<file path="src/rtl/eerd_pkg.sv">
`timescale 1ns/1ps
package eerd_pkg;
  localparam int CMD_W = 11;

  localparam logic [CMD_W-1:0] OPC_READ      = 11'h180;
  localparam logic [CMD_W-1:0] OPC_WRITE     = 11'h140;
  localparam logic [CMD_W-1:0] OPC_ERASE     = 11'h1C0;
  localparam logic [CMD_W-1:0] OPC_WR_EN     = 11'h130;
  localparam logic [CMD_W-1:0] OPC_WR_DIS    = 11'h100;
  localparam logic [CMD_W-1:0] OPC_ERASE_ALL = 11'h120;
  localparam logic [CMD_W-1:0] OPC_WRITE_ALL = 11'h110;
  localparam logic [CMD_W-1:0] ADDR_MASK     = 11'h03F;

  typedef enum logic [2:0] {
    ST_IDLE,
    ST_FLUSH,
    ST_PREP,
    ST_CMD,
    ST_DATA
  } rd_state_e;
endpackage

</file>
<file path="src/rtl/eerd_pacer.sv">
`timescale 1ns/1ps
module eerd_pacer #(
  parameter int DELAY_CYC = 30
) (
  input  logic clk_i,
  input  logic rst_ni,
  input  logic start_i,
  input  logic run_i,
  output logic step_o
);
  localparam int CNT_W = $clog2(DELAY_CYC + 1);
  localparam logic [CNT_W-1:0] CNT_LAST = CNT_W'(DELAY_CYC - 1);

  logic [CNT_W-1:0] cnt_q;

  assign step_o = run_i && (cnt_q == CNT_LAST);

  always_ff @(posedge clk_i or negedge rst_ni) begin
    if (!rst_ni)      cnt_q <= '0;
    else if (start_i) cnt_q <= '0;
    else if (!run_i)  cnt_q <= '0;
    else if (step_o)  cnt_q <= '0;
    else              cnt_q <= cnt_q + 1'b1;
  end

  assert_cnt_range_R3: assert property (@(posedge clk_i) disable iff (!rst_ni)
    cnt_q < CNT_W'(DELAY_CYC));
endmodule

</file>
<file path="src/rtl/eerd_piso.sv">
`timescale 1ns/1ps
module eerd_piso #(
  parameter int W = 11
) (
  input  logic         clk_i,
  input  logic         rst_ni,
  input  logic         load_i,
  input  logic [W-1:0] load_val_i,
  input  logic         shift_i,
  output logic         ser_o
);
  logic [W-1:0] sr_q;

  always_ff @(posedge clk_i or negedge rst_ni) begin
    if (!rst_ni)      sr_q <= '0;
    else if (load_i)  sr_q <= load_val_i;
    else if (shift_i) sr_q <= {sr_q[W-2:0], 1'b0};
  end

  assign ser_o = sr_q[W-1];
endmodule

</file>
<file path="src/rtl/eerd_sipo.sv">
`timescale 1ns/1ps
module eerd_sipo #(
  parameter int W = 16
) (
  input  logic         clk_i,
  input  logic         rst_ni,
  input  logic         shift_i,
  input  logic         ser_i,
  output logic [W-1:0] par_o
);
  always_ff @(posedge clk_i or negedge rst_ni) begin
    if (!rst_ni)      par_o <= '0;
    else if (shift_i) par_o <= {par_o[W-2:0], ser_i};
  end
endmodule

</file>
<file path="src/rtl/eeprom_word_reader.sv">
`timescale 1ns/1ps
module eeprom_word_reader
  import eerd_pkg::*;
#(
  parameter int DELAY_CYC    = 30,
  parameter int FLUSH_PULSES = 25,
  parameter int ADDR_W       = 6,
  parameter int DATA_W       = 16
) (
  input  logic              clk_i,
  input  logic              rst_ni,
  input  logic              req_i,
  input  logic [ADDR_W-1:0] addr_i,
  output logic              busy_o,
  output logic              done_o,
  output logic [DATA_W-1:0] data_o,
  output logic              ee_cs_o,
  output logic              ee_sk_o,
  output logic              ee_di_o,
  input  logic              ee_do_i
);
  localparam int FLUSH_LAST = 2 * FLUSH_PULSES + 4;
  localparam int SK_LAST    = 2 * FLUSH_PULSES + 1;
  localparam int SUB_W      = $clog2(FLUSH_LAST + 1);
  localparam int BIT_W      = $clog2(DATA_W > CMD_W ? DATA_W : CMD_W);
  localparam logic [SUB_W-1:0] SUB_END  = SUB_W'(FLUSH_LAST);
  localparam logic [SUB_W-1:0] SUB_SK   = SUB_W'(SK_LAST);
  localparam logic [SUB_W-1:0] SUB_CS   = SUB_W'(SK_LAST + 1);
  localparam logic [BIT_W-1:0] CMD_TOP  = BIT_W'(CMD_W - 1);
  localparam logic [BIT_W-1:0] DATA_TOP = BIT_W'(DATA_W - 1);

  rd_state_e        state_q;
  logic [SUB_W-1:0] sub_q;
  logic [BIT_W-1:0] bit_q;
  logic             tail_q;
  logic             cs_q, sk_q, di_q, done_q;
  logic             step, accept;
  logic             cmd_shift, cmd_msb, dat_shift;
  logic [CMD_W-1:0] cmd_word;

  assign accept    = (state_q == ST_IDLE) && req_i;
  assign cmd_word  = OPC_READ | (CMD_W'(addr_i) & ADDR_MASK);
  assign cmd_shift = step && (((state_q == ST_PREP) && (sub_q != '0)) ||
                              ((state_q == ST_CMD) && (sub_q == SUB_W'(2)) && (bit_q != '0)));
  assign dat_shift = step && (state_q == ST_DATA) && (sub_q == '0);

  eerd_pacer #(.DELAY_CYC(DELAY_CYC)) i_pacer (
    .clk_i   (clk_i),
    .rst_ni  (rst_ni),
    .start_i (accept),
    .run_i   (state_q != ST_IDLE),
    .step_o  (step)
  );

  eerd_piso #(.W(CMD_W)) i_cmd_sr (
    .clk_i      (clk_i),
    .rst_ni     (rst_ni),
    .load_i     (accept),
    .load_val_i (cmd_word),
    .shift_i    (cmd_shift),
    .ser_o      (cmd_msb)
  );

  eerd_sipo #(.W(DATA_W)) i_data_sr (
    .clk_i   (clk_i),
    .rst_ni  (rst_ni),
    .shift_i (dat_shift),
    .ser_i   (ee_do_i),
    .par_o   (data_o)
  );

  // every pin update marks the start of a new phase
  always_ff @(posedge clk_i or negedge rst_ni) begin
    if (!rst_ni) begin
      state_q <= ST_IDLE;
      sub_q   <= '0;
      bit_q   <= '0;
      tail_q  <= 1'b0;
      cs_q    <= 1'b0;
      sk_q    <= 1'b0;
      di_q    <= 1'b0;
      done_q  <= 1'b0;
    end else begin
      done_q <= 1'b0;
      unique case (state_q)
        ST_IDLE: if (req_i) begin
          state_q <= ST_FLUSH;
          sub_q   <= '0;
          tail_q  <= 1'b0;
          cs_q    <= 1'b1;
          sk_q    <= 1'b0;
          di_q    <= 1'b0;
        end
        ST_FLUSH: if (step) begin
          if (sub_q == SUB_END) begin
            sub_q <= '0;
            if (tail_q) begin
              state_q <= ST_IDLE;
              done_q  <= 1'b1;
            end else begin
              state_q <= ST_PREP;
            end
          end else begin
            sub_q <= sub_q + 1'b1;
            if (sub_q < SUB_SK)       sk_q <= ~sub_q[0];
            else if (sub_q == SUB_SK) sk_q <= 1'b0;
            else if (sub_q == SUB_CS) cs_q <= 1'b0;
            else                      di_q <= 1'b0;
          end
        end
        ST_PREP: if (step) begin
          if (sub_q == '0) begin
            sub_q <= SUB_W'(1);
            cs_q  <= 1'b1;
          end else begin
            state_q <= ST_CMD;
            sub_q   <= '0;
            bit_q   <= CMD_TOP;
            di_q    <= cmd_msb;
          end
        end
        ST_CMD: if (step) begin
          if (sub_q == '0) begin
            sub_q <= SUB_W'(1);
            sk_q  <= 1'b1;
          end else if (sub_q == SUB_W'(1)) begin
            sub_q <= SUB_W'(2);
            sk_q  <= 1'b0;
          end else if (bit_q == '0) begin
            state_q <= ST_DATA;
            sub_q   <= '0;
            bit_q   <= DATA_TOP;
            sk_q    <= 1'b1;
          end else begin
            sub_q <= '0;
            bit_q <= bit_q - 1'b1;
            di_q  <= cmd_msb;
          end
        end
        ST_DATA: if (step) begin
          if (sub_q == '0) begin
            sub_q <= SUB_W'(1);
          end else if (sub_q == SUB_W'(1)) begin
            sub_q <= SUB_W'(2);
            sk_q  <= 1'b0;
          end else if (bit_q == '0) begin
            state_q <= ST_FLUSH;
            sub_q   <= '0;
            tail_q  <= 1'b1;
            cs_q    <= 1'b1;
            sk_q    <= 1'b0;
          end else begin
            sub_q <= '0;
            bit_q <= bit_q - 1'b1;
            sk_q  <= 1'b1;
          end
        end
        default: state_q <= ST_IDLE;
      endcase
    end
  end

  assign busy_o  = (state_q != ST_IDLE);
  assign done_o  = done_q;
  assign ee_cs_o = cs_q;
  assign ee_sk_o = sk_q;
  assign ee_di_o = di_q;

  assert_done_not_busy_R2: assert property (@(posedge clk_i) disable iff (!rst_ni)
    done_o |-> !busy_o);
  assert_done_single_R9: assert property (@(posedge clk_i) disable iff (!rst_ni)
    done_o |=> !done_o);
  assert_phase_hold_R3: assert property (@(posedge clk_i) disable iff (!rst_ni)
    (busy_o && !step) |=> $stable({cs_q, sk_q, di_q}));
  assert_sk_needs_cs_R4: assert property (@(posedge clk_i) disable iff (!rst_ni)
    sk_q |-> cs_q);
  assert_idle_lines_R8: assert property (@(posedge clk_i) disable iff (!rst_ni)
    !busy_o |-> !(cs_q || sk_q || di_q));
  assert_busy_holds_R10: assert property (@(posedge clk_i) disable iff (!rst_ni)
    (busy_o && !step) |=> busy_o);
endmodule

</file>
<file path="config.mk">
export PLATFORM = sky130hd
export DESIGN_NAME = eeprom_word_reader
export DESIGN_NICKNAME = d
export VERILOG_FILES = /design/src/rtl/eerd_pkg.sv /design/src/rtl/eerd_pacer.sv /design/src/rtl/eerd_piso.sv /design/src/rtl/eerd_sipo.sv /design/src/rtl/eeprom_word_reader.sv
export SDC_FILE = /design/constraint.sdc
export NUM_CORES = 1
export LEC_CHECK = 0
export BUFFER_PORTS_ARGS = -buffer_cell sky130_fd_sc_hd__buf_2
export CAP_MARGIN = 20
export CORE_MARGIN = 1
export CORE_UTILIZATION = 55
export CTS_CLUSTER_SIZE = 8
export DETAILED_ROUTE_END_ITERATION = 6
export HOLD_SLACK_MARGIN = 0.12
export PLACE_DENSITY = 0.76
export SETUP_SLACK_MARGIN = 0.5
export SKIP_CTS_REPAIR_TIMING = 1
export SYNTH_ARGS = -nofsm -noshare
export SYNTH_HDL_FRONTEND = slang
export SYNTH_SLANG_ARGS = --single-unit
</file>
<file path="constraint.sdc">
create_clock -name clk_i -period 2.1 [get_ports clk_i]
set_input_delay 0.21 -clock clk_i [delete_from_list [all_inputs] [get_ports clk_i]]
set_output_delay 0.21 -clock clk_i [all_outputs]
set_load 0.01 [all_outputs]
</file>
# Word-level counts from Yosys, hierarchy flattened
# Index checks and enable logic that the tools add are counted.
[totals]
ff_bits = 50
input_bits = 10
output_inout_bits = 21
word_cells = 163
[classes]
n_addsub = 3
order_cmp = 1
eq_ne = 34
muxes = 83
bitwise = 1
reduce_logical = 30
[op_table]
columns = ["op", "count"]
rows = [
  ["1-bit 2-to-1 mux", 40],
  ["4-bit 2-to-1 mux", 10],
  ["3-bit 2-to-1 mux", 13],
  ["13-bit AND reduction", 3],
  ["6-bit 2-to-1 mux", 6],
  ["2-bit inequality test, second input constant", 18],
  ["6-bit case mux with 4 select lines", 1],
  ["11-bit 2-to-1 mux", 2],
  ["4-bit nonzero test", 5],
  ["6-bit == test, second input constant", 3],
  ["5-bit 2-to-1 mux", 3],
  ["3-bit case mux with 5 select lines", 1],
  ["1-bit case mux with 4 select lines", 3],
  ["4-bit case mux with 3 select lines", 1],
  ["10-bit AND reduction", 1],
  ["9-bit AND reduction", 1],
  ["1-bit logical AND", 8],
  ["2-bit by 1-bit inequality test with 1-bit output, second input constant", 4],
  ["6-bit by 1-bit adder with 6-bit output, second input constant", 1],
  ["3-bit by 2-bit == test with 1-bit output, second input constant", 2],
  ["6-bit by 1-bit == test with 1-bit output, second input constant", 1],
  ["6-bit by 2-bit == test with 1-bit output, second input constant", 1],
  ["6-bit zero test", 1],
  ["6-bit < comparator, second input constant", 1],
  ["19 further kinds", 22],
]

# Logic depth before layout (Yosys ltp)
[logic_depth]
ltp_word = 7
mapped_depth = 8
ltp_nobuf = 7

# Modules after synthesis
# Synthesis repeated with hierarchy kept, for this count alone.
[unflattened]
hier_cells = 280
area_unflattened_um2 = 2820.2
[by_module_without_submodules]
columns = ["mod", "n_inst", "cells_per_inst", "area_each_um2", "seq_area_each_um2"]
rows = [
  ["eeprom_word_reader", 1, 177, 1437.6, 450.4],
  ["eerd_sipo", 1, 34, 649.4, 400.4],
  ["eerd_piso", 1, 47, 499.2, 275.3],
  ["eerd_pacer", 1, 22, 234.0, 125.1],
]

# Worst setup path after synthesis
# Ideal clock, no wire load.
[synth_timing]
path_kind = "register to register"
startpoint = "register bit_q[0]"
endpoint = "register state_q[0]"
setup_time_ns = 0.128
arrival_ns = 1.727
required_ns = 1.972
setup_slack_ns = 0.246
path_stages_with_launch = 8
path_buffers = 0
synth_period_minus_slack_ns = 1.854
path_cell_list = "dfrtp_1 > inv_1 > ha_1 > nor3b_1 > o21ai_1 > a21oi_1 > nand4_1 > mux2_1"
[synth_between]
elab_chain_cells = 3
word_cells_on_any_way = 4
cone_classes = "eq/ne: 2; reduce/logical: 2"
[synth_rtl]
columns = ["item", "line_no", "text"]
rows = [
  ["start: declaration", "eeprom_word_reader.sv:34", "logic [BIT_W-1:0] bit_q;"],
  ["start signal: assignment", "eeprom_word_reader.sv:136", "bit_q <= bit_q - 1'b1;"],
  ["start signal: assignment", "eeprom_word_reader.sv:154", "bit_q <= bit_q - 1'b1;"],
  ["4-bit zero test *", "eeprom_word_reader.sv:129, eeprom_word_reader.sv:146", ""],
  ["2-bit by 1-bit inequality test with 1-bit output (no source line)", "n/a", ""],
  ["13-bit AND reduction (no source line) *", "n/a", ""],
  ["end signal: assignment", "eeprom_word_reader.sv:130", "state_q <= ST_DATA;"],
  ["end signal: assignment", "eeprom_word_reader.sv:147", "state_q <= ST_FLUSH;"],
  ["end signal: assignment", "eeprom_word_reader.sv:158", "default: state_q <= ST_IDLE;"],
  ["end: declaration", "eeprom_word_reader.sv:32", "rd_state_e state_q;"],
]
# Mark *: on every way between the ends. The rest lies on a longest branch, timed or not.
# A chain may end at the register's enable or synchronous reset.

# Final worst setup path
[layout_timing]
startpoint = "register sub_q[4]"
endpoint = "register i_cmd_sr.sr_q[1]"
[layout_between]
elab_chain_cells = 6
word_cells_on_any_way = 8
cone_classes = "eq/ne: 1; reduce/logical: 7"
[layout_rtl]
columns = ["item", "line_no", "text"]
rows = [
  ["start: declaration", "eeprom_word_reader.sv:33", "logic [SUB_W-1:0] sub_q;"],
  ["start signal: assignment", "eeprom_word_reader.sv:104", "sub_q <= sub_q + 1'b1;"],
  ["6-bit by 2-bit == test with 1-bit output", "eeprom_word_reader.sv:44", "((state_q == ST_CMD) && (sub_q == SUB_W'(2)) && (bit_q != '0)));"],
  ["1-bit logical AND (2 in a row)", "eeprom_word_reader.sv:44", ""],
  ["1-bit logical OR *", "eeprom_word_reader.sv:43", "assign cmd_shift = step && (((state_q == ST_PREP) && (sub_q != '0)) ||"],
  ["1-bit logical AND *", "eeprom_word_reader.sv:43", ""],
  ["2-bit nonzero test (no source line) *", "n/a", ""],
  ["end signal: assignment", "eerd_piso.sv:16", "else if (load_i) sr_q <= load_val_i;"],
  ["end signal: assignment", "eerd_piso.sv:17", "else if (shift_i) sr_q <= {sr_q[W-2:0], 1'b0};"],
  ["end: declaration", "eerd_piso.sv:12", "logic [W-1:0] sr_q;"],
]
# Marks and branches as above.

==> results.cfg <==
[routing]
via_per_inst = 5.925
dr_total_vias = 2441
wl_mm = 7.088
drtIter0Drc = 198
routedWlPerCell_um = 17.20
dr.pass1.iters = 7
route.detailed.drc = 0
drt.antenna.violating_nets = 0

[sta]
grt_setup_unrepaired = yes
setup_violations = 0
hold_ws_ns = 0.1482
timing.final.crit_share = 0.9299
final_hold_viol_count = 0
slew_viol_final = 0
max_freq_mhz = 512.1
tns_ns = 0
maxSlewHeadroom = 0.7514
fin_skew_ns = 0.009167
worst_pin_slew_ns = 0.3724
period_needed_ns = 1.953

[setup_path]
crit_arrival_ns = 2.20
r2r_slack_ns = 0.15
required_ns = 2.35
slowest_stage = dfrtp_2
path_class = reg -> reg
crit_top_cell = buf_4
r2r-start = sub_q[4]
worstPathCellList = nor4_4 > buf_4 > nand4_4 > a211oi_4 > buf_4 > a22o_1 > a21o_1
rr_endpoint = i_cmd_sr.sr_q[1]
critPathMaxFanout = 6
ff2ff_path_depth = 7
cp_slowest_stage_delay_ns = 0.49
crit_path_end = i_cmd_sr.sr_q[1]
critPathCaptureType = flop
crit_path_start = sub_q[4]
cp-start-kind = flop

[cts]
cts_sinks = 50
tritoncts = yes
cts-root-buf = clkbuf_8
cts_buffer_depth = 2
clk_pin_slew_ns = 0.09
htreeDepth = 2
clk_latency_ns = 0.30
cts_made_buffers = 5

[synth]
synth_area_leaders = dfrtp_1, mux2_1, o21ai_0
yosysSeqAreaShare = 0.4452
synth_compound_area_frac = 0.1941
synth_top_cell_area_share = 0.4452
yosysUniqueCellTypes = 63
yosys.area.top_type = dfrtp_1
netlist_area_mm2 = 0.002810
synthCells = 270
synthAdderAreaFrac = 0.03117
ys_warn_count = 0
synth-xor-area-share = 0.009350
netlist_top_cells_count = dfrtp_1, nand2_1, nor2_1, o21ai_0, mux2_1
synth.mux.area_fraction = 0.08727
async_flop_share = 1.000
synth_top_family_by_area = compound AO/OA/AOI/OAI gates
synth_edf_count = 0
synth_fp_nets = 287
synth_area_per_cell_um2 = 10.41
synth-simple-area-share = 0.1870
synthFlopType = dfrtp_1
synth.most_common_cell = dfrtp_1
synth_seq_cells = 50

[placed_design]
portBuffers = 30
dp_hpwl_mm = 4.390
place.gp.congestion = 0.9296

[power_and_ir_drop]
internal-power_mw = 1.201
leakage_nw = 1.716
swShare = 0.2247
pwr-share-comb = 0.022
power_switching_mw = 0.3480
seqPwrFrac = 0.621
ir_worst_vdd_uv = 299.0
powerDensity_mw_per_mm2 = 418.3
clockPowerShare = 0.357

[floorplan]
die_h_um = 73.48
core_mm2 = 0.004817
start_util = 0.5834
placementRows = 25
die-area_mm2 = 0.005399
dieWidth_um = 73.48
io_pins = 31

[grt]
grt_pass1_vias = 2130
grt_usage = 0.2398
grt-ovfl-total = 0
antenna_found_initial = 0
grt_max_degree = 23
grt_pass1_wl_mm = 9.880

[min_path]
min_path_type = in -> reg

[cells_and_area]
multiInputGateArea_mm2 = 0.001669
nNetsFinal = 362
antennaDiodeCount = 0
regArea_mm2 = 0.001262
nFillCells = 320
syn2layout_area_growth_pct = 31.75
drive_gt1_frac = 0.4493

[flow_run]
max-cap-violations = 0

[run_status]
status = completed
-- sequential cells by signal (all words and copies together), names as in the netlist --
register and count:
bit_q 4, done_o 1, ee_cs_o 1, ee_di_o 1, ee_sk_o 1, i_cmd_sr.sr_q 11
i_data_sr.par_o 16, i_pacer.cnt_q 5, state_q 3, sub_q 6, tail_q 1
-- through the flow --
step	worst slack, ns	total power, mW	std cells	util	cell area, µm²
after floorplan	0.3074	0.9816	270	-	2848
after global placement	0.1120	1.013	375	0.6517	3139
after detailed placement	0.06345	1.013	375	0.6517	3139
after CTS	0.05404	1.556	382	0.6691	3223
after global routing	0.06775	1.597	412	0.7686	3702
final	0.1473	1.549	412	0.7686	3702
-- power by group through the flow --
stage	logic [mW]	clock network (mW)	registers (mW)
3_3_place_gp	0.0319	0	0.981
5_1_grt	0.0398	0.595	0.962
2_1_floorplan	0.000283	0	0.981
3_5_place_dp	0.0321	0	0.981
4_1_cts	0.0321	0.562	0.962
6_report	0.0340	0.553	0.962
-- logic make-up (layout without fill, tap and decap cells) --
family	Yosys count	after routing
adders and majority gates	7	7
xor gates and xnor gates	3	3
AOI/OAI and AO/OA	75	75
DFF	50	50
muxes	22	22
and+or+nand+nor	91	92
buffers and inverters	22	96
-- worst min-delay path by stage --
| stage | slack, ns | endpoint | start | depth (start not counted) |
|---|---|---|---|---|
| 6_report | 0.15 | i_data_sr.par_o[0] | ee_do_i | 2 |
| 5_1_grt | 0.14 | i_data_sr.par_o[0] | ee_do_i | 2 |
| 4_1_cts | -0.21 | sub_q[0] | rst_ni | 1 |
| 3_5_place_dp | 0.12 | sub_q[0] | rst_ni | 1 |
| 3_3_place_gp | 0.12 | sub_q[0] | rst_ni | 1 |
| 2_1_floorplan | -0.09 | bit_q[0] | rst_ni | 0 |
-- critical path: cells and delay by family, from the launching register on --
family	cells	cell delay (ns)
flops	1	0.49
simple gates	2	0.43
compound gates	3	0.60
buf+inv	2	0.38
-- final cells by class --
type | instances | share of cell area
multi-input combinational | 199 | 0.4508
sequential | 50 | 0.3410
timing repair buffer | 79 | 0.1521
tap | 67 | 0.02264
clock buffer | 5 | 0.01859
inverter | 10 | 0.01081
clock inverter | 2 | 0.004055
-- cells in the final DEF, fill, tap and decap left out, types with 6 or more instances in the layout --
cell / n
dfrtp_2: 9
nand2_1: 23
buf_4: 38
o21ai_0: 10
nor2_1: 20
o21ai_2: 9
nand3_1: 6
o21ai_1: 8
buf_2: 30
mux2_2: 6
dfrtp_1: 41
inv_1: 6
mux2_1: 14
a21oi_1: 8
-- layer usage --
metal,share of wire,vias up,wire length [µm],track usage
li1,-,1122,-,-
met2,0.50,117,3521,0.3751
met1,0.41,1182,2926,0.3265
met5,0,-,0,0
met3,0.070,20,493,0.06036
met4,0.021,0,146,0.07906
(Power assumes the default switching activity.)
